--- config.mk ---
export PLATFORM = sky130hd
export DESIGN_NAME = filt_cycler
export DESIGN_NICKNAME = d
export VERILOG_FILES = /design/src/rtl/filt_cycler_pkg.sv /design/src/rtl/fc_debounce.sv /design/src/rtl/fc_setting.sv /design/src/rtl/fc_wr_if.sv /design/src/rtl/filt_cycler.sv
export SDC_FILE = /design/constraint.sdc
export NUM_CORES = 1
export LEC_CHECK = 0
export ABC_AREA = 1
export BUFFER_PORTS_ARGS = -buffer_cell sky130_fd_sc_hd__buf_2
export CAP_MARGIN = 25
export CORE_MARGIN = 2
export CORE_UTILIZATION = 59
export CTS_BUF_LIST = sky130_fd_sc_hd__clkbuf_8
export CTS_CLUSTER_SIZE = 30
export DETAILED_ROUTE_END_ITERATION = 8
export PLACE_DENSITY = 0.84
export SETUP_SLACK_MARGIN = 0.1
export SYNTH_ARGS = -nofsm -noshare
export SYNTH_HDL_FRONTEND = slang
export SYNTH_SLANG_ARGS = --single-unit
--- constraint.sdc ---
create_clock -name clk_i -period 4.1 [get_ports clk_i]
set_input_delay 0.615 -clock clk_i [delete_from_list [all_inputs] [get_ports clk_i]]
set_output_delay 0.615 -clock clk_i [all_outputs]
set_load 0.01 [all_outputs]
--- src/rtl/filt_cycler_pkg.sv ---
package filt_cycler_pkg;
  localparam int SET_W  = 3;
  localparam int BYTE_W = 8;
  localparam int SET_LO = 2;            // setting field base bit in register byte
  localparam logic [SET_W-1:0] SET_MIN = SET_W'(1);
  localparam logic [SET_W-1:0] SET_MAX = SET_W'(7);

  typedef logic [SET_W-1:0] setting_t;

  function automatic setting_t next_setting(setting_t s);
    return (s == SET_MAX) ? SET_MIN : s + SET_W'(1);
  endfunction

  function automatic setting_t clamp_load(setting_t s);
    return (s == '0) ? SET_MIN : s;
  endfunction

  function automatic logic [BYTE_W-1:0] pack_byte(setting_t s);
    logic [BYTE_W-1:0] b;
    b = '0;
    b[BYTE_W-1] = 1'b1;
    b[0] = 1'b1;
    b[SET_LO +: SET_W] = s;
    return b;
  endfunction
endpackage

--- src/rtl/fc_debounce.sv ---
module fc_debounce #(
  parameter int DB_CYC = 16
) (
  input  logic clk_i,
  input  logic rst_ni,
  input  logic btn_i,
  output logic rise_o
);
  localparam int CW = $clog2(DB_CYC + 1);
  localparam logic [CW-1:0] LIM = CW'(DB_CYC - 1);

  logic [1:0]    sync_q;
  logic          stable_q;
  logic [CW-1:0] cnt_q;
  logic          rise_q;
  logic          differ;
  logic          expire;

  assign differ = sync_q[1] != stable_q;
  assign expire = differ && (cnt_q == LIM);

  always_ff @(posedge clk_i or negedge rst_ni) begin
    if (!rst_ni) begin
      sync_q   <= '0;
      stable_q <= 1'b0;
      cnt_q    <= '0;
      rise_q   <= 1'b0;
    end else begin
      sync_q <= {sync_q[0], btn_i};
      rise_q <= expire && sync_q[1];
      if (!differ) begin
        cnt_q <= '0;
      end else if (expire) begin
        stable_q <= sync_q[1];
        cnt_q    <= '0;
      end else begin
        cnt_q <= cnt_q + CW'(1);
      end
    end
  end

  assign rise_o = rise_q;

  // a press pulse lasts one cycle and only follows a high filtered level
  assert_rise_single_R7: assert property (@(posedge clk_i) disable iff (!rst_ni)
    rise_o |=> !rise_o);
  assert_rise_level_R7: assert property (@(posedge clk_i) disable iff (!rst_ni)
    rise_o |-> stable_q);
endmodule

--- src/rtl/fc_setting.sv ---
module fc_setting
  import filt_cycler_pkg::*;
(
  input  logic     clk_i,
  input  logic     rst_ni,
  input  logic     press_i,
  input  logic     load_i,
  input  setting_t load_val_i,
  input  logic     done_i,
  output setting_t setting_o,
  output logic     pend_o,
  output logic     persist_o,
  output setting_t persist_val_o
);
  setting_t set_q, pval_q;
  logic     pend_q, pst_q;

  always_ff @(posedge clk_i or negedge rst_ni) begin
    if (!rst_ni) begin
      set_q  <= SET_MIN;
      pend_q <= 1'b0;
      pst_q  <= 1'b0;
      pval_q <= SET_MIN;
    end else begin
      pst_q <= 1'b0;
      if (pend_q) begin
        if (done_i) pend_q <= 1'b0;
      end else if (load_i) begin
        set_q  <= clamp_load(load_val_i);
        pend_q <= 1'b1;
      end else if (press_i) begin
        set_q  <= next_setting(set_q);
        pval_q <= next_setting(set_q);
        pend_q <= 1'b1;
        pst_q  <= 1'b1;
      end
    end
  end

  assign setting_o     = set_q;
  assign pend_o        = pend_q;
  assign persist_o     = pst_q;
  assign persist_val_o = pval_q;

  assert_nonzero_R3: assert property (@(posedge clk_i) disable iff (!rst_ni)
    setting_o != '0);
  assert_persist_match_R6: assert property (@(posedge clk_i) disable iff (!rst_ni)
    persist_o |-> (persist_val_o == setting_o) && pend_o);
  assert_busy_hold_R8: assert property (@(posedge clk_i) disable iff (!rst_ni)
    pend_o && !done_i |=> pend_o && $stable(setting_o) && !persist_o);
  assert_step_R2: assert property (@(posedge clk_i) disable iff (!rst_ni)
    press_i && !pend_o && !load_i |=>
      (setting_o == (($past(setting_o) == SET_MAX) ? SET_MIN : $past(setting_o) + SET_W'(1))));
endmodule

--- src/rtl/fc_wr_if.sv ---
module fc_wr_if
  import filt_cycler_pkg::*;
#(
  parameter int ADDR_W   = 8,
  parameter int REG_ADDR = 11
) (
  input  logic              clk_i,
  input  logic              rst_ni,
  input  logic              pend_i,
  input  logic              ready_i,
  input  logic              ack_i,
  input  setting_t          setting_i,
  output logic              req_o,
  output logic [ADDR_W-1:0] addr_o,
  output logic [BYTE_W-1:0] data_o,
  output logic              done_o
);
  logic req_q;

  always_ff @(posedge clk_i or negedge rst_ni) begin
    if (!rst_ni) begin
      req_q <= 1'b0;
    end else if (req_q) begin
      if (ack_i) req_q <= 1'b0;
    end else if (pend_i && ready_i) begin
      req_q <= 1'b1;
    end
  end

  assign req_o  = req_q;
  assign done_o = req_q && ack_i;
  assign addr_o = ADDR_W'(REG_ADDR);
  assign data_o = pack_byte(setting_i);

  assert_req_gated_R10: assert property (@(posedge clk_i) disable iff (!rst_ni)
    $rose(req_o) |-> $past(ready_i));
  assert_req_hold_R10: assert property (@(posedge clk_i) disable iff (!rst_ni)
    req_o && !ack_i |=> req_o && $stable(data_o));
  assert_req_drop_R10: assert property (@(posedge clk_i) disable iff (!rst_ni)
    req_o && ack_i |=> !req_o);
  assert_framing_R4: assert property (@(posedge clk_i) disable iff (!rst_ni)
    req_o |-> data_o[BYTE_W-1] && data_o[0] && !data_o[1] && data_o[SET_LO +: SET_W] != '0);
endmodule

--- src/rtl/filt_cycler.sv ---
module filt_cycler
  import filt_cycler_pkg::*;
#(
  parameter int CLK_HZ      = 50_000_000,
  parameter int DEBOUNCE_MS = 20,
  parameter int ADDR_W      = 8,
  parameter int REG_ADDR    = 11
) (
  input  logic              clk_i,
  input  logic              rst_ni,
  input  logic              btn_i,
  input  logic              load_i,
  input  logic [2:0]        load_val_i,
  input  logic              ready_i,
  input  logic              wr_ack_i,
  output logic              wr_req_o,
  output logic [ADDR_W-1:0] wr_addr_o,
  output logic [7:0]        wr_data_o,
  output logic              persist_o,
  output logic [2:0]        persist_val_o,
  output logic [2:0]        led_o
);
  localparam int DB_RAW = (CLK_HZ / 1000) * DEBOUNCE_MS;
  localparam int DB_CYC = (DB_RAW < 2) ? 2 : DB_RAW;

  logic     press;
  logic     pend;
  logic     done;
  setting_t setting;

  fc_debounce #(.DB_CYC(DB_CYC)) u_db (
    .clk_i (clk_i),
    .rst_ni(rst_ni),
    .btn_i (btn_i),
    .rise_o(press)
  );

  fc_setting u_set (
    .clk_i        (clk_i),
    .rst_ni       (rst_ni),
    .press_i      (press),
    .load_i       (load_i),
    .load_val_i   (load_val_i),
    .done_i       (done),
    .setting_o    (setting),
    .pend_o       (pend),
    .persist_o    (persist_o),
    .persist_val_o(persist_val_o)
  );

  fc_wr_if #(.ADDR_W(ADDR_W), .REG_ADDR(REG_ADDR)) u_wr (
    .clk_i    (clk_i),
    .rst_ni   (rst_ni),
    .pend_i   (pend),
    .ready_i  (ready_i),
    .ack_i    (wr_ack_i),
    .setting_i(setting),
    .req_o    (wr_req_o),
    .addr_o   (wr_addr_o),
    .data_o   (wr_data_o),
    .done_o   (done)
  );

  assign led_o = setting;

  assert_led_R5: assert property (@(posedge clk_i) disable iff (!rst_ni)
    wr_req_o |-> wr_data_o[4:2] == led_o);
endmodule

# Word level (Yosys, flattened, before mapping)
# Cells that the tools add are included.
# word_totals
reg_bits	33
in_bits	9
output_inout_bits	24
elab_cells	40
# op_classes
n_addsub	2
n_eq_ne	3
n_mux	15
bitwise	2
reduce_logical	9
# ops
op	n
two-way mux 20 bit	2
adder 20 x 1 -> 20 bit (second input constant)	1
== test 20 bit (second input constant)	1
two-way mux 3 bit	4
two-way mux 1 bit	9
logical AND 1 bit	4
AND reduction 2 bit	2
adder 3 x 1 -> 3 bit (second input constant)	1
== test 3 bit (second input constant)	1
zero test 3 bit	1
AND reduction 3 bit	1
inverter 1 bit	2
nonzero test 2 bit	1
inequality test 1 bit	1

# Depth between registers and ports, before layout
# Gate-level depths: netlist of run 1.
# logic_depth
ltp_word	4
depth_mapped	9

# Hierarchy
# Synthesis of run 1 repeated with hierarchy kept, for this count alone.
# hier_totals
hier_cells	242
hier_area_um2	1914.3
# modules_own_cells
mod	n_inst	cells_each	area_per_inst_um2	seq_area_each_um2
fc_debounce	1	166	1316.3	600.6
fc_setting	1	50	417.9	202.7
fc_wr_if	1	26	180.2	25.0

# Worst setup path before layout of run 1
# No wires, ideal clock.
# synth_path
path_kind	register to register
start	register u_db.cnt_q[0]
end	register u_db.cnt_q[17]
setup_ps	123
t_arrival_ps	1216
required_ps	3977
setup_slack_ps	2761
stages_incl_launch_ff	10
path_cell_list	dfrtp_1 ha_1 nand3_2 nor2_4 inv_2 nor2_2 nand2_2 buf_6 nand3_1 nor2_1
# synth_between
elab_chain_cells	4
# synth_rtl
element	line_no	source
from (decl)	fc_debounce.sv:14	logic [CW-1:0] cnt_q;
from (signal assigned)	fc_debounce.sv:37	cnt_q <= cnt_q + CW'(1);
branches (longest 2 deep; another with adder 20 x 1 -> 20 bit)	-	
two-way mux 20 bit *	fc_debounce.sv:33	end else if (expire) begin
two-way mux 20 bit *	fc_debounce.sv:31	if (!differ) begin
# Every way passes the cells marked *.
# A chain may end at the register's enable or synchronous reset.

# Worst setup path in the final report of run 1
# layout_path
start	register u_db.sync_q[1]
end	register u_db.cnt_q[10]
# layout_between
elab_chain_cells	4
# layout_rtl
element	line_no	source
from (decl)	fc_debounce.sv:12	logic [1:0] sync_q;
from (signal assigned)	fc_debounce.sv:29	sync_q <= {sync_q[0], btn_i};
inequality test 1 bit *	fc_debounce.sv:19	assign differ = sync_q[1] != stable_q;
logical AND 1 bit	fc_debounce.sv:20	assign expire = differ && (cnt_q == LIM);
two-way mux 20 bit	fc_debounce.sv:33	
two-way mux 20 bit *	fc_debounce.sv:31	
# Mark *: on every way between the ends. The rest lies on a longest branch, timed or not.

==> results of run 1 <==
[cell usage in the layout, fill, tap and decap left out, drive strengths merged, types with 5 or more instances in the layout]
cell type / Yosys / layout
xor2: 7 / 7
inv: 26 / 27
nand2: 56 / 56
clkbuf: 0 / 5
o21ai: 9 / 9
conb: 2 / 13
dfrtp: 31 / 31
buf: 18 / 19
nand3: 21 / 21
nor2: 41 / 41
nor3: 6 / 6
[sequential cells by signal, indices dropped and copies added (netlist names)]
name and count:
u_wr.req_o 1, u_db.sync_q 2, u_set.persist_val_o 3, u_db.cnt_q 20
u_set.persist_o 1, u_set.pend_o 1, u_set.setting_o 3, u_db.stable_q 1
u_db.rise_o 1
[final cells by class]
type,count,area share (%)
well taps,33,2.10
clock inverters,3,0.700
flip-flops and latches,33,42.1
clock buffers,5,3.50
repair buffers,19,4.83
multi-input cells,168,41.6
inverters,27,5.15
[final timing paths]
path,to,cells past startpoint
max in group asynchronous,u_db.cnt_q[15]$_DFF_PN0_,1
worst min register to register,u_db.sync_q[1]$_DFF_PN0_,0
worst max-delay path,u_db.cnt_q[10]$_DFF_PN0_,5
min in group asynchronous,u_wr.req_o$_DFF_PN0_,1
worst min-delay path,u_db.sync_q[1]$_DFF_PN0_,0
worst max register to register,u_db.cnt_q[10]$_DFF_PN0_,5
[cells in the mapped netlist, types with 2 or more instances]
master                    instances  area share (%)
sky130_fd_sc_hd__a21oi_1          3            0.81
sky130_fd_sc_hd__buf_4           17             6.9
sky130_fd_sc_hd__conb_1           2            0.41
sky130_fd_sc_hd__dfrtp_1         31              42
sky130_fd_sc_hd__dfstp_2          2             2.8
sky130_fd_sc_hd__ha_1             3             2.0
sky130_fd_sc_hd__inv_1           25             5.1
sky130_fd_sc_hd__nand2_1         53              11
sky130_fd_sc_hd__nand2_2          3             1.0
sky130_fd_sc_hd__nand3_1         20             5.4
sky130_fd_sc_hd__nor2_1          36             7.3
sky130_fd_sc_hd__nor2_2           2            0.68
sky130_fd_sc_hd__nor2_4           3             1.8
sky130_fd_sc_hd__nor3_1           6             1.6
sky130_fd_sc_hd__nor3b_1          2            0.81
sky130_fd_sc_hd__o21ai_0          8             2.2
sky130_fd_sc_hd__xnor2_1          3             1.4
sky130_fd_sc_hd__xor2_1           7             3.3
[cell families after synthesis]
kind of cell / count (synthesis) / synth area share [%]
AOI/OAI and AO/OA: 14 / 4.20
xor gates and xnor gates: 10 / 4.75
buffers and inverters: 45 / 13.0
adders and majority gates: 3 / 2.03
other: 2 / 0.407
DFF: 33 / 44.9
and+or+nand+nor: 128 / 30.7
[per-layer routing]
metal	part of all wire (%)	vias up
met5	0	-
met4	1.5	0
met3	3.7	6
met2	52	28
met1	43	684
li1	-	737
[through the flow]
| stage | util, % | hold WS (ps) | instance area (µm²) | std cells | total power, µW |
|---|---|---|---|---|---|
| global route | 65.5 | 375 | 1970 | 288 | 813 |
| finish | 65.5 | 361 | 1970 | 288 | 764 |
| global placement | 62.7 | 341 | 1880 | 280 | 535 |
| detailed placement | 62.7 | 349 | 1880 | 280 | 540 |
| CTS | 65.5 | 364 | 1970 | 288 | 772 |
| floorplan | - | 319 | 1890 | 246 | 507 |
[where the power goes]
group | switching (µW) | internal [µW]
Sequential | 28.5 | 358
Combinational | 91.8 | 57.4
Clock | 114 | 115
==> results list, run 1 <==
- For the pin with the worst max-slew slack, the measured transition is 697 ps.
* TritonCTS clock tree: yes
- For this run, global-route usage on met3 was measured as 5.84%.
- Hold Crit Start: u_db.sync_q[0]$_DFF_PN0_
- Setup repair after global routing left no endpoint under its margin.
- Initial cell density of the core: 61.5%
- Post-synthesis sequential area ratio: 44.9%
* Start point of the critical path: u_db.sync_q[1]$_DFF_PN0_
* Global-route congestion overflow total: 0
* Port-buffer cells: 19
* Filler cell count in the final layout: 263
- Number of distinct standard cells referenced by the synthesized netlist: 27
* EDFF count, synth: 0
- Post-route ant nets: 0
- Met1 demand-to-capacity share in global routing: 26.4%
- Global routing used 36.8% of the available met2 tracks.
- Async set-or-reset flop fraction in the synthesized netlist: 100%
- The clock drives 33 sinks.
* Average instance area after synthesis: 7.85 µm²
- Longest Clk Path Bufs: 2
- The most used flip-flop cell after synthesis is sky130_fd_sc_hd__dfrtp_1.
* Detailed-route wire length: 3360 µm
- Full die area: 3590 µm²
- Pleak: 0.000994 µW
* Worst setup margin: 2500 ps
- Number of top-level pins: 33
* Minimum setup slack after placement: 2520 ps
- Maximum number of pins on one net before global-route repair: 34
- Clock-pin slew was measured on the worst setup and hold paths at 60 ps.
- Final Skew: 8.25 ps
* Depth of the CTS H-tree: 2
* Number of gates resized after cts: 0
- The global routing stage identified its most utilized layer as met2.
- Total Neg Setup Slack: 0 ps
* Min cycle time layout: 1600 ps
- Across every metal layer, demand over resource in global routing totals 21.8%.
- Wire per inst: 11.7 µm
* Share of layout cells above drive strength 1: 15.7%
* Run status: complete, no violations
- Number of max-cap violations: 0
* Cell row count: 20
- Category of the worst setup path capture point: flop
- Critical path buffer and inverter count: 2
* Initial DRC count: 61
- Tightest slew margin relative to the limit: 53.5%
- Hold crit path type: flop to flop
- Summing all multi-input logic gate instances after layout gives 818 µm².
- The repair_antennas step left the layout with diodes totalling 0.
* Number of nets in the layout: 266
- The sequential cells in the finished layout cover a total of 828 µm².
- The core region is 3000 µm².
- Startpoint of the worst-slack reg-to-reg timing path: u_db.sync_q[1]$_DFF_PN0_
- Detailed placement finished with a half-perimeter wire length of 2520 µm.
* Cell area after technology mapping: 1850 µm²
- Largest voltage drop on the vdd net: 0.000308 V
* Final-report setup violation count: 0
- Cell chain of the critical path: inv_1 > nand2_1 > nand2_1 > clkinv_1 > nor3b_1
- Required arrival time at the worst endpoint: 4300 ps
* Yosys reg bits: 33
- Synth warn: 0
- Clock Tree Root: sky130_fd_sc_hd__clkbuf_8
- Die height: 59.9 µm
- Fmax: 623 MHz
- Count of final hold-check violations: 0
- Number of clock buffers inserted by TritonCTS: 5
* Crit path max-delay family: simple AND/OR/NAND/NOR gates
- Number of global-route vias before repair: 1389
* Global-route wire length before repair: 5750 µm
* Worst reg-to-reg setup slack: 2500 ps
- Worst Path Max Fanout: 13
- The worst setup path is of the flop to flop kind.
- Crit path max-delay cell type: sky130_fd_sc_hd__dfrtp_1
* Maximum single-stage delay on the critical path: 380 ps
- The die is 59.9 µm wide.
- The worst setup path is launched from a flop.
- For this block, the via count after detailed routing is 1455.
- Buffers added to address setup during post-CTS repair amount to 0.
- The max-slew violation count came to 0.
- Area Overhead vs Synth: 6.58%
- At the worst endpoint, the arrival time is 1800 ps.
- Final critical-path share of the clock period: 39.1%
- The first detailed-routing pass took 4 iterations.
- Synthesis handed over a netlist of 235 instances.
- Routability-driven placement finished with a final weighted congestion of 0.821.
* DRC viols: 0
- The clock reaches the later pin of the worst-skew pair after 290 ps.
* Cts-stage hold buffer count: 0
- Total power divided by cell area: 388 nW/µm²
- The number of antenna violations at the first check in global routing came to 0.
- Average via count per standard cell: 5.05
* Most common cell type on the critical path: sky130_fd_sc_hd__nand2_1
Power figures use the tool's default switching activity.
==> run 2, diff against run 1 <==
Settings changed: CORE_UTILIZATION 59 to 57, PLACE_DENSITY 0.84 to 0.81.
Clock period 4.1 ns to 1.5 ns, I/O delays scaled along.
==> results list, run 2 (synthesis gave the netlist of run 1 again) <==
* Run status: complete, no violations
* Most frequent cells in the layout: sky130_fd_sc_hd__nand2_1 (50), sky130_fd_sc_hd__nor2_1 (33), sky130_fd_sc_hd__dfrtp_1 (29), sky130_fd_sc_hd__inv_1 (24), sky130_fd_sc_hd__buf_2 (19)
- Endpoint of the worst hold path: u_db.sync_q[0]$_DFF_PN0_
* Tot Pwr: 2340 µW (+210%)
- Final critical-path share of the clock period: 99.2% (+60 points)
* Total inserted antenna cells: 0 (unchanged)
- The max-slew violation count is 0 (unchanged).
- The setup slack at placement is 49.7 ps (-2470 ps).
- Number of clock sinks: 33 (unchanged)
- The core area was 3080 µm² (+2.5%).
- The number of nets in the finished design came to 278 (+4.5%).
* Fmax: 672 MHz (+7.8%)
- The tightest min-delay check is of the primary input to flop type.
- The worst hold slack came to 34.7 ps (-326 ps).
- More flip-flops sit in one register than any other, and that register is u_db.cnt_q.
* Number of flip-flops in the largest register: 20 (unchanged)
- The total count of hold-check failures in the final report is 0 (unchanged).
- The global-route wire length before repair was 5720 µm (-0.47%).
- The internal power came to 1650 µW (+210%).
- The total I/O pin count is 33 (unchanged).
* Full die area: 3710 µm² (+3.3%)
- The DRC violation count after routing came to 0 (unchanged).
- Number of cell instances on the worst register-to-register path: 8 (+3)
- The clock share of power was 36.0% (+6.1 points).
- The average via count per standard cell came to 5.02 (-0.65%).
* Final Skew: 7.66 ps (-0.588 ps)
- Worst setup margin: 11.3 ps (-2480 ps)
- RSZ-0062 raised after global routing: true
- The highest ir drop seen on vdd was 0.000815 V (+160%).
- Data arrival, critical path: 1680 ps (-120 ps)
- The clock latency on the worst-skew pair came to 290 ps (about the same).
* Fin area: 2200 µm² (+12%)
- The clock slew at the register clock pins of the worst setup and hold paths was 70 ps (about the same).
- Category of the worst setup path capture point: flop
- Routed via count: 1561 (+7.3%)
- The static leakage power came to 0.00110 µW (+11%).
- Detail Placement HPWL: 2610 µm (+3.5%)
- The depth of the worst hold-timing path was 1 (+1).
- Placer Congestion: 0.839 (+2.2%)
- Path type of the worst setup path: flop to flop
- Required arrival time at the worst endpoint: 1690 ps (-2610 ps)
- The number of nets with antenna violations after detailed routing was 0 (unchanged).
* Clock Tree Root: sky130_fd_sc_hd__clkbuf_8
- Global-route congestion overflow total: 0 (unchanged)
- Type of origin of the critical path: flop
- Net Sw Power: 689 µW (+190%)
- The startpoint identified for the worst register-to-register timing path is u_db.cnt_q[1]$_DFF_PN0_.
- The via count of the first global-routing pass was 1337 (-3.7%).
* Detailed-route wire length: 3970 µm (+18%)
- The share of power burned in combinational logic is 18.8% (-0.7 points).
- Number of max-cap violations: 0 (unchanged)
- The number of cells in the design after placement came to 294 (+5.0%).
- Cell area after placement: 1920 µm² (+1.9%)
- The highest net fanout along the worst path is 6 (-7).
- The final standard cell count with taps included and fillers excluded was 311 (+8.0%).
* Initial DRC count: 47 (-23%)
- The power density of the placed cells came to 1060 nW/µm² (+170%).
* Port-buffer cells: 19 (unchanged)
- Commonest non-fill, non-tap cell in the layout: sky130_fd_sc_hd__nand2_1
* Maximum number of pins on one net before global-route repair: 34 (unchanged)
* Initial cell density of the core: 60.0% (-1.5 points)
- Final-report setup violation count: 0 (unchanged)
- Share of layout cells above drive strength 1: 24.7% (+9.0 points)
- The proportion of power drawn by flip-flops and latches was 45.2% (-5.4 points).
- The maximum buffer depth of the clock tree is 2 (unchanged).
* TritonCTS clock tree: yes
- Critical R2R Capture: u_db.cnt_q[6]$_DFF_PN0_
- The row count was 20 (unchanged).
- The register-to-register setup slack was 10 ps (-2480 ps).
- The startpoint identified for the worst hold timing path is btn_i.
- Min cycle time layout: 1490 ps (-116 ps)
* Filler cell count in the final layout: 240 (-8.7%)
- The fraction of power spent switching nets came to 29.5% (-1.2 points).
- Die height: 60.9 µm (+1.6%)
- The CTS H-tree depth is 2 (unchanged).
- The chip width came to 60.9 µm (+1.6%).
- The multi-input combinational cell area was 915 µm² (+12%).
* Initial DRT Pass Iterations: 4 (unchanged)
- The average routed wire per standard cell is 12.8 µm (+9.4%).
* Number of clock buffers inserted by TritonCTS: 5 (unchanged)
* Initial antenna violation count: 0 (unchanged)
* Sequential cell area in the final layout: 831 µm² (+0.30%)
* Area Overhead vs Synth: 19.4%
* Overall fraction of global-route tracks in use: 21.7% (-0.075 points)
## run 2: changes by cell type in the layout (fill, tap and decap cells not counted), moves of 2 or more
cell / delta
sky130_fd_sc_hd__buf_4: +9
sky130_fd_sc_hd__nand3_1: -4
sky130_fd_sc_hd__nor2_4: +4
sky130_fd_sc_hd__nand2_1: -3
sky130_fd_sc_hd__nand2_4: +3
sky130_fd_sc_hd__nand3_2: +3
sky130_fd_sc_hd__nor2_1: -3
sky130_fd_sc_hd__clkinv_2: -2
sky130_fd_sc_hd__dfrtp_1: -2
sky130_fd_sc_hd__dfrtp_2: +2
sky130_fd_sc_hd__inv_1: -2
## run 2: worst max path at each step
stage | slack [ps] | from | end | depth (start not counted)
after global placement | 130 | u_db.cnt_q[0]$_DFF_PN0_ | u_db.cnt_q[17]$_DFF_PN0_ | 8
after floorplan | 160 | u_db.cnt_q[0]$_DFF_PN0_ | u_db.cnt_q[17]$_DFF_PN0_ | 9
after CTS | 110 | u_db.cnt_q[1]$_DFF_PN0_ | u_db.cnt_q[19]$_DFF_PN0_ | 8
after detailed placement | 50 | u_db.cnt_q[1]$_DFF_PN0_ | u_db.cnt_q[19]$_DFF_PN0_ | 8
final | 10 | u_db.cnt_q[1]$_DFF_PN0_ | u_db.cnt_q[6]$_DFF_PN0_ | 8
after global routing | -20 | u_db.cnt_q[1]$_DFF_PN0_ | u_db.cnt_q[17]$_DFF_PN0_ | 8
## run 2: cell type report
| cell class | count | area share (%) |
|---|---|---|
| sequential | 33 | 37.7 |
| inverter | 27 | 4.71 |
| timing repair buffer | 30 | 8.35 |
| clock inverter | 3 | 2.10 |
| clock buffer | 5 | 3.12 |
| tap | 44 | 2.50 |
| multi-input combinational | 169 | 41.5 |
## run 2: power groups by stage
stage / clock network [µW] / registers, µW / logic [µW]
after floorplan: 0 / 1080 / 303
after global placement: 0 / 1060 / 406
after detailed placement: 0 / 1070 / 421
after CTS: 859 / 1050 / 434
after global routing: 892 / 1070 / 509
final: 841 / 1060 / 441
## run 2: critical path, cell delays in order, from the launching register on
cell and delay (ps):
sky130_fd_sc_hd__dfrtp_1 430, sky130_fd_sc_hd__ha_4 170, sky130_fd_sc_hd__nand3_4 110, sky130_fd_sc_hd__nor2_4 170, sky130_fd_sc_hd__inv_2 70, sky130_fd_sc_hd__nor2_4 150
sky130_fd_sc_hd__nand2_2 130, sky130_fd_sc_hd__nand3_1 110, sky130_fd_sc_hd__inv_1 40
## run 2: metrics by stage
| step | TNS [ps] | utilization, % |
|---|---|---|
| floorplan | 0 | - |
| global placement | 0 | 62.4 |
| detailed placement | 0 | 62.4 |
| CTS | 0 | 67.4 |
| global route | -51.5 | 71.6 |
| finish | 0 | 71.6 |
## run 2: per-layer routing
| metal | track usage [%] | share of wire, % | vias up |
|---|---|---|---|
| met5 | 0 | 0 | - |
| met4 | 12.1 | 3.1 | 0 |
| met3 | 5.76 | 4.3 | 11 |
| met2 | 36.3 | 51 | 55 |
| met1 | 25.4 | 41 | 733 |
| li1 | - | - | 762 |
## run 2: repair_timing
item,CTS,global route
setup buffers,3,4
hold buffers,1,0
pin swaps,2,9
gates cloned,0,1
resized for setup,3,22
hold endpoints to repair,31,0
setup endpoints to repair,12,15
